--- src/rtl/lcg_pkg.sv ---
package lcg_pkg;
  parameter int unsigned DATA_W  = 8;
  parameter int unsigned RUN_LEN = 255;
  parameter int unsigned IDX_W   = $clog2(RUN_LEN + 1);
  parameter logic [DATA_W-1:0] MULT = 8'h11;
  parameter logic [DATA_W-1:0] INCR = 8'h9D;
  parameter logic [DATA_W-1:0] SEED = 8'hD7;
endpackage

--- src/rtl/lcg_rst_sync.sv ---
module lcg_rst_sync #(
  parameter int unsigned STAGES = 2
) (
  input  logic clk,
  input  logic rst_n,
  output logic rst_sync_n
);
  logic [STAGES-1:0] sync_q;

  always_ff @(posedge clk or negedge rst_n) begin
    if (!rst_n) sync_q <= '0;
    else        sync_q <= {sync_q[STAGES-2:0], 1'b1};
  end

  assign rst_sync_n = sync_q[STAGES-1];
endmodule

--- src/rtl/lcg_step.sv ---
module lcg_step #(
  parameter int unsigned W = 8,
  parameter logic [W-1:0] MULT = '0,
  parameter logic [W-1:0] INCR = '0
) (
  input  logic [W-1:0] cur_i,
  output logic [W-1:0] nxt_o
);
  localparam int unsigned PW = 2 * W;
  logic [PW-1:0] prod;

  always_comb begin
    prod  = PW'(cur_i) * PW'(MULT) + PW'(INCR);
    nxt_o = prod[W-1:0];
  end
endmodule

--- src/rtl/lcg_run_seq.sv ---
module lcg_run_seq #(
  parameter int unsigned RUN_LEN = 255,
  parameter int unsigned IDX_W   = 8
) (
  input  logic             clk,
  input  logic             rst_n,
  input  logic             wr_i,
  input  logic             start_i,
  output logic             run_o,
  output logic [IDX_W-1:0] idx_o,
  output logic             done_o,
  output logic             load_o,
  output logic             adv_o
);
  localparam logic [IDX_W-1:0] LAST = IDX_W'(RUN_LEN - 1);

  logic             run_q, run_d;
  logic [IDX_W-1:0] idx_q, idx_d;
  logic             done_q, done_d;
  logic             finish;

  always_comb begin
    finish = run_q && (idx_q == LAST) && !start_i;
    run_d  = run_q;
    idx_d  = idx_q;
    done_d = done_q;
    load_o = 1'b0;
    adv_o  = 1'b0;
    if (wr_i) done_d = 1'b0;
    if (start_i) begin
      run_d  = 1'b1;
      idx_d  = '0;
      load_o = 1'b1;
    end else if (finish) begin
      run_d  = 1'b0;
      done_d = 1'b1;
    end else if (run_q) begin
      idx_d  = idx_q + 1'b1;
      adv_o  = 1'b1;
    end
  end

  always_ff @(posedge clk or negedge rst_n) begin
    if (!rst_n) begin
      run_q  <= 1'b0;
      idx_q  <= '0;
      done_q <= 1'b0;
    end else begin
      run_q  <= run_d;
      done_q <= done_d;
      if (start_i || run_q) idx_q <= idx_d;
    end
  end

  assign run_o  = run_q;
  assign idx_o  = idx_q;
  assign done_o = done_q;


  start_chk: assert property (@(posedge clk) disable iff (!rst_n)
    start_i |=> (run_q && idx_q == '0));


  idx_step_chk: assert property (@(posedge clk) disable iff (!rst_n)
    (run_q && !start_i) |=> (!run_q || idx_q == $past(idx_q) + 1'b1));


  done_set_chk: assert property (@(posedge clk) disable iff (!rst_n)
    (run_q && idx_q == LAST && !start_i) |=> (done_q && !run_q));


  done_clr_chk: assert property (@(posedge clk) disable iff (!rst_n)
    (wr_i && !(run_q && idx_q == LAST && !start_i)) |=> !done_q);


  idle_hold_chk: assert property (@(posedge clk) disable iff (!rst_n)
    (!run_q && !wr_i) |=> (!run_q && $stable(done_q)));
endmodule

--- src/rtl/lcg_rng_periph.sv ---
module lcg_rng_periph
  import lcg_pkg::*;
(
  input  logic              clk,
  input  logic              rst_n,
  input  logic              ctrl_wr,
  input  logic [DATA_W-1:0] ctrl_wdata,
  output logic [DATA_W-1:0] status_rd,
  output logic              rnd_wr,
  output logic [IDX_W-1:0]  rnd_addr,
  output logic [DATA_W-1:0] rnd_data
);
  logic              rst_s_n;
  logic              start;
  logic              run, done, load, adv;
  logic [IDX_W-1:0]  idx;
  logic [DATA_W-1:0] val_q, val_d, val_nxt;

  lcg_rst_sync #(.STAGES(2)) u_rst (
    .clk        (clk),
    .rst_n      (rst_n),
    .rst_sync_n (rst_s_n)
  );

  assign start = ctrl_wr && ctrl_wdata[0];

  lcg_run_seq #(.RUN_LEN(RUN_LEN), .IDX_W(IDX_W)) u_seq (
    .clk     (clk),
    .rst_n   (rst_s_n),
    .wr_i    (ctrl_wr),
    .start_i (start),
    .run_o   (run),
    .idx_o   (idx),
    .done_o  (done),
    .load_o  (load),
    .adv_o   (adv)
  );

  lcg_step #(.W(DATA_W), .MULT(MULT), .INCR(INCR)) u_step (
    .cur_i (val_q),
    .nxt_o (val_nxt)
  );

  always_comb begin
    val_d = val_q;
    if (load)     val_d = SEED;
    else if (adv) val_d = val_nxt;
  end

  always_ff @(posedge clk or negedge rst_s_n) begin
    if (!rst_s_n)        val_q <= '0;
    else if (load || adv) val_q <= val_d;
  end

  assign status_rd = {{(DATA_W-1){1'b0}}, done};
  assign rnd_wr    = run;
  assign rnd_addr  = idx;
  assign rnd_data  = val_q;


  recur_chk: assert property (@(posedge clk) disable iff (!rst_s_n)
    (rnd_wr && !start && rnd_addr != IDX_W'(RUN_LEN - 1)) |=>
      (rnd_data == DATA_W'(($past(rnd_data) * MULT) + INCR)));


  seed_chk: assert property (@(posedge clk) disable iff (!rst_s_n)
    start |=> (rnd_data == SEED));
endmodule

--- config.mk ---
export PLATFORM = sky130hd
export DESIGN_NAME = lcg_rng_periph
export DESIGN_NICKNAME = d
export VERILOG_FILES = /design/src/rtl/lcg_pkg.sv /design/src/rtl/lcg_rst_sync.sv /design/src/rtl/lcg_step.sv /design/src/rtl/lcg_run_seq.sv /design/src/rtl/lcg_rng_periph.sv
export SDC_FILE = /design/constraint.sdc
export NUM_CORES = 1
export LEC_CHECK = 0
export BUFFER_PORTS_ARGS = -buffer_cell sky130_fd_sc_hd__buf_2
export CAP_MARGIN = 20
export CORE_UTILIZATION = 50
export DETAILED_ROUTE_END_ITERATION = 16
export GPL_TIMING_DRIVEN = 0
export PLACE_DENSITY = 0.88
export SKIP_CTS_REPAIR_TIMING = 1
export SLEW_MARGIN = 25
export SYNTH_ARGS = -nofsm -noshare
export SYNTH_HDL_FRONTEND = slang
export SYNTH_SLANG_ARGS = --single-unit
--- constraint.sdc ---
create_clock -name clk -period 0.95 [get_ports clk]
set_clock_uncertainty 0.2 [all_clocks]
set_input_delay 0.095 -clock clk [delete_from_list [all_inputs] [get_ports clk]]
set_output_delay 0.095 -clock clk [all_outputs]
set_load 0.03 [all_outputs]
### Word-level counts from Yosys, hierarchy flattened

Cells that the tools add are included.

* output and inout bits: 25
* RAM bits: 0
* register bits: 20
* latch bits: 0
* input port bits: 11
* bits in read-only memories: 0
* logic and storage cells: 35
* memories kept: 0

* multiply operators: 1
* shifts and indexed selects: 0
* bitwise operators: 0
* $add $sub $neg: 2
* magnitude comparators: 0
* mux-type cells: 14
* equal/unequal tests: 2
* reduce and logical (&&, ||, !) cells: 11
* divide/modulo/power cells: 0

Operators by type and width (count)
* 8-bit two-way mux: 5
* 1-bit two-way mux: 9
* 8-bit by 1-bit adder with 8-bit output, second input constant: 1
* 8-bit adder, second input constant: 1
* 8-bit equality test, second input constant: 1
* 8-bit by 5-bit multiplier with 8-bit output, second input constant: 1
* 2-bit nonzero test: 3
* 1-bit logical AND: 3
* 3-bit AND reduction: 1
* 1-bit logical OR: 2
* 2-bit by 1-bit != test with 1-bit output, second input constant: 1
* 2-bit AND reduction: 1
* 1-bit logical NOT: 1

### Logic depth before layout (Yosys ltp)

* word-level depth: 7
* gate-level depth with buffers: 9
* gate-level depth less buffers: 9

### Cells and area by module

Synthesis repeated with hierarchy kept, for this count alone.

* cells, all modules: 121
* area, all modules: 1311.3 sq um

Modules (own cells, without submodules)
* lcg_run_seq: instances 1, area an instance 550.5 sq um, cells an instance 51
* lcg_rng_periph: instances 1, area an instance 412.9 sq um, cells an instance 36
* lcg_step: instances 1, area an instance 294.0 sq um, cells an instance 31
* lcg_rst_sync: instances 1, area an instance 53.8 sq um, cells an instance 3

### Least setup slack after synthesis

No wires, ideal clock.

* path kind: register to register
* start: register val_q[0] (netlist: rnd_data[0])
* end: register val_q[7] (netlist: rnd_data[7])
* library setup time: 0.069 ns
* data required time: 0.681 ns
* buffers on the path: 0
* arrival time: 2.407 ns
* slack: -1.726 ns
* stages on the path, launching flop included: 9
* cell sequence: dfrtp_1 -> fa_1 -> ha_1 -> ha_1 -> nor3_1 -> a211oi_2 -> xnor2_1 -> or3_1 -> nand3_1

* cells in the longest elaborated chain, start to end: 4

Ends and longest elaborated chain
* from (decl): line lcg_rng_periph.sv:17 `logic [DATA_W-1:0] val_q, val_d, val_nxt;`
* from (signal assigned): line lcg_rng_periph.sv:52 `else if (load || adv) val_q <= val_d;`
* 8-bit by 5-bit multiplier with 8-bit output: line lcg_step.sv:13 `prod = PW'(cur_i) * PW'(MULT) + PW'(INCR);`
* 8-bit adder: line lcg_step.sv:13
* 8-bit two-way mux: line lcg_rng_periph.sv:47 `else if (adv) val_d = val_nxt;`
* 8-bit two-way mux: line lcg_rng_periph.sv:46 `if (load) val_d = SEED;`

No other way between the ends. The select of a mux whose other input is x is not followed.
A chain may end at the register's enable or synchronous reset.

### Worst setup path in the final report

* start: register val_q[5] (netlist: rnd_data[5])
* end: register val_q[7] (netlist: rnd_data[7])

The elaborated chain is that of the path after synthesis.

==> run metrics <==
status=finished with violations; CTS Buf Count=3; Sum Neg Setup Slack=-20.64 ns; initial DRC count=18; post-route clock period utilization=2.67; slowest stage delay, CP=0.58 ns; CP Data Arrival Time=2.58 ns; Total GRT Usage=0.213; clk root buf=clkbuf_4; Worst Tran Pin Value=0.562 ns; Leak Pwr=0.875 nW; largest net degree at the start of global routing=19; WS Path Type=flip-flop to flip-flop; Syn Std Cell Area=0.00122 mm2; Layout Nets=198; Cell variety after synth=30; Worst Setup End Kind=flip-flop; Pwr Density=3720 mW/mm2; Critical Path Source Type=flip-flop; worst-skew pair later-pin latency=0.31 ns; global-route wire length before repair=4.14 mm; Synth Register Bits=20; type of the worst min-delay path=input pin to flip-flop; crit path launch=rnd_data[5]; R2R depth=8; H-tree depth=1; worst setup margin=-1.59 ns; R2R Setup Slk=-1.59 ns; Core ar.=0.00225 mm2; RSZ-0062 raised after global routing=yes; clk slew on worst S/H paths=0.12 ns; Starting Density=0.541; switching share of power=0.427; DIE AREA=0.00264 mm2; Top FF cell, synth=dfrtp_1; Seq pwr share=0.200; gpl congestion=0.770; Final Slew Violations=0; fraction of the yosys area taken by sequential cells=0.410; area growth from synthesis to layout=64.1%; crit path max-delay cell type=fa_1; Post-DP HPWL=1.86 mm; commonest non-fill, non-tap cell in the layout=buf_4; Post-Syn Instances=122; Ports=36; failing checks=negative hold slack, negative setup slack; CP most frequent cell=ha_4; Critical Path Sink=rnd_data[7]; CTS tree=yes; fin crit period=2.54 ns; ys async rst share=1.00; FILL cells=89; grt total ovfl=0; Final Hold Violating Endpoints=4; Max Freq=394 MHz; DRT Pass-1 Iters=4; Avg Inst Size Synth=10.0 um2; yosys warns=0; number of synthesized flops with an enable pin=0; net load switching power=3.18 mW; r2r endpoint=rnd_data[7]; Max Buffers Root-to-Sink=2; clock network power share=0.094; DRC Markers=0; ratio of cells with drive above 1 in the final layout=0.585; Layout Utilization=0.888; clk sink count=20; hold_ws=-0.110 ns; routed wire length=3.45 mm; drt via density=5.48; # port buffers=21; routed wire length per instance=17.3 um; antenna violations before repair=0; CP required=0.99 ns; Final Instance Area=0.00200 mm2; Comb pwr share=0.706; row cnt=17; most frequent cells in the layout=19 x buf_4, 17 x buf_6, 12 x nand2_1, 12 x dfrtp_2, 11 x ha_4; worst-path cell chain=fa_1 > ha_4 > ha_4 > nor3_2 > a211oi_2 > xnor2_1 > or3_1 > nand3_1; DP Worst Slack=-1.54 ns; CP max FO=3; Max VDD drop=4.10 mV; vias in the first global route=939; antenna cells=0; Internal=4.26 mW; die width=51.4 um; dpl cell area=0.00154 mm2; Worst slew margin=0.625; final setup fails=36; worst r2r src=rnd_data[5]; DR vias=1091; Die Ht=51.4 um; post-route ant nets=0; Max-Cap Viols=0
## flip-flops by register name, indices dropped and copies added, names as in the netlist
register / flops
rnd_data: 8
u_rst.sync_q: 2
u_seq.done_o: 1
u_seq.idx_o: 8
u_seq.run_o: 1
## kinds of logic (layout without fill, tap and decap cells)
group                      after synthesis  in the layout  share of synthesized area
and+or+nand+nor                         41             41                      0.161
DFF                                     20             20                      0.410
AOI/OAI and AO/OA                       16             16                     0.0892
adders and majority gates               15             15                      0.160
buffers and inverters                   15             58                     0.0800
xor gates and xnor gates                13             13                     0.0933
other                                    2              8                    0.00616
## worst min-delay path by stage
| stage | start | endpoint | slack (ns) | depth (start not counted) |
|---|---|---|---|---|
| 2_1_floorplan | rst_n | u_rst.sync_q[0] | -0.40 | 0 |
| 3_3_place_gp | rst_n | u_rst.sync_q[0] | -0.32 | 1 |
| 3_5_place_dp | rst_n | u_rst.sync_q[0] | -0.32 | 1 |
| 4_1_cts | rst_n | u_rst.sync_q[0] | -0.66 | 1 |
| 5_1_grt | ctrl_wdata[0] | u_seq.idx_o[1] | -0.11 | 3 |
| 6_report | ctrl_wdata[0] | u_seq.idx_o[1] | -0.11 | 3 |
## synth_stat cells (2+ instances only)
| master | n | area (um2) |
|---|---|---|
| buf_4 | 9 | 67.6 |
| conb_1 | 2 | 7.51 |
| o21ai_0 | 2 | 10.0 |
| inv_1 | 4 | 15.0 |
| or3_1 | 2 | 12.5 |
| nand4_1 | 2 | 12.5 |
| o211ai_1 | 3 | 22.5 |
| nand3_1 | 4 | 20.0 |
| nor3_1 | 4 | 20.0 |
| ha_1 | 14 | 175 |
| a21oi_1 | 5 | 25.0 |
| nand2_1 | 14 | 52.6 |
| xor2_1 | 4 | 35.0 |
| xnor2_1 | 9 | 78.8 |
| nor2_1 | 10 | 37.5 |
| dfrtp_1 | 20 | 500 |
## routing by layer
layer / vias up / part of all wire / GRT usage
met5: - / 0 / 0
met4: 0 / 0.010 / 0.0450
met3: 4 / 0.054 / 0.0685
met2: 47 / 0.52 / 0.357
met1: 539 / 0.42 / 0.268
li1: 501 / - / -
## power by group through the flow
stage | Combinational [mW] | Sequential (mW) | Clock (mW)
6_report | 5.25 | 1.49 | 0.697
5_1_grt | 5.56 | 1.52 | 0.732
4_1_cts | 3.82 | 1.47 | 0.691
3_5_place_dp | 3.80 | 1.49 | 0
3_3_place_gp | 3.59 | 1.46 | 0
2_1_floorplan | 2.68 | 1.84 | 0
## through the flow
stage	instances	power, mW
3_5_place_dp	177	5.28
5_1_grt	199	7.81
3_3_place_gp	177	5.05
2_1_floorplan	128	4.52
4_1_cts	181	5.98
6_report	199	7.44
## final cells by class
| type | count | area, um2 | area share |
|---|---|---|---|
| Clock buffer | 3 | 22.5 | 0.0113 |
| Sequential cell | 20 | 515 | 0.257 |
| Multi-Input combinational cell | 93 | 936 | 0.468 |
| Timing Repair Buffer | 39 | 349 | 0.174 |
| Clock inverter | 1 | 30.0 | 0.0150 |
| Tap cell | 28 | 35.0 | 0.0175 |
| Inverter | 4 | 15.0 | 0.00750 |
| Buffer | 11 | 98.8 | 0.0494 |
## critical path, delay by kind of cell, from the launching register on
| family | cells | cell delay, ns |
|---|---|---|
| adders and majority gates | 3 | 1.07 |
| and+or+nand+nor | 3 | 0.44 |
| AOI/OAI and AO/OA | 1 | 0.18 |
| xor gates and xnor gates | 1 | 0.12 |
| DFF | 1 | 0.45 |
Power figures use the tool's default switching activity.
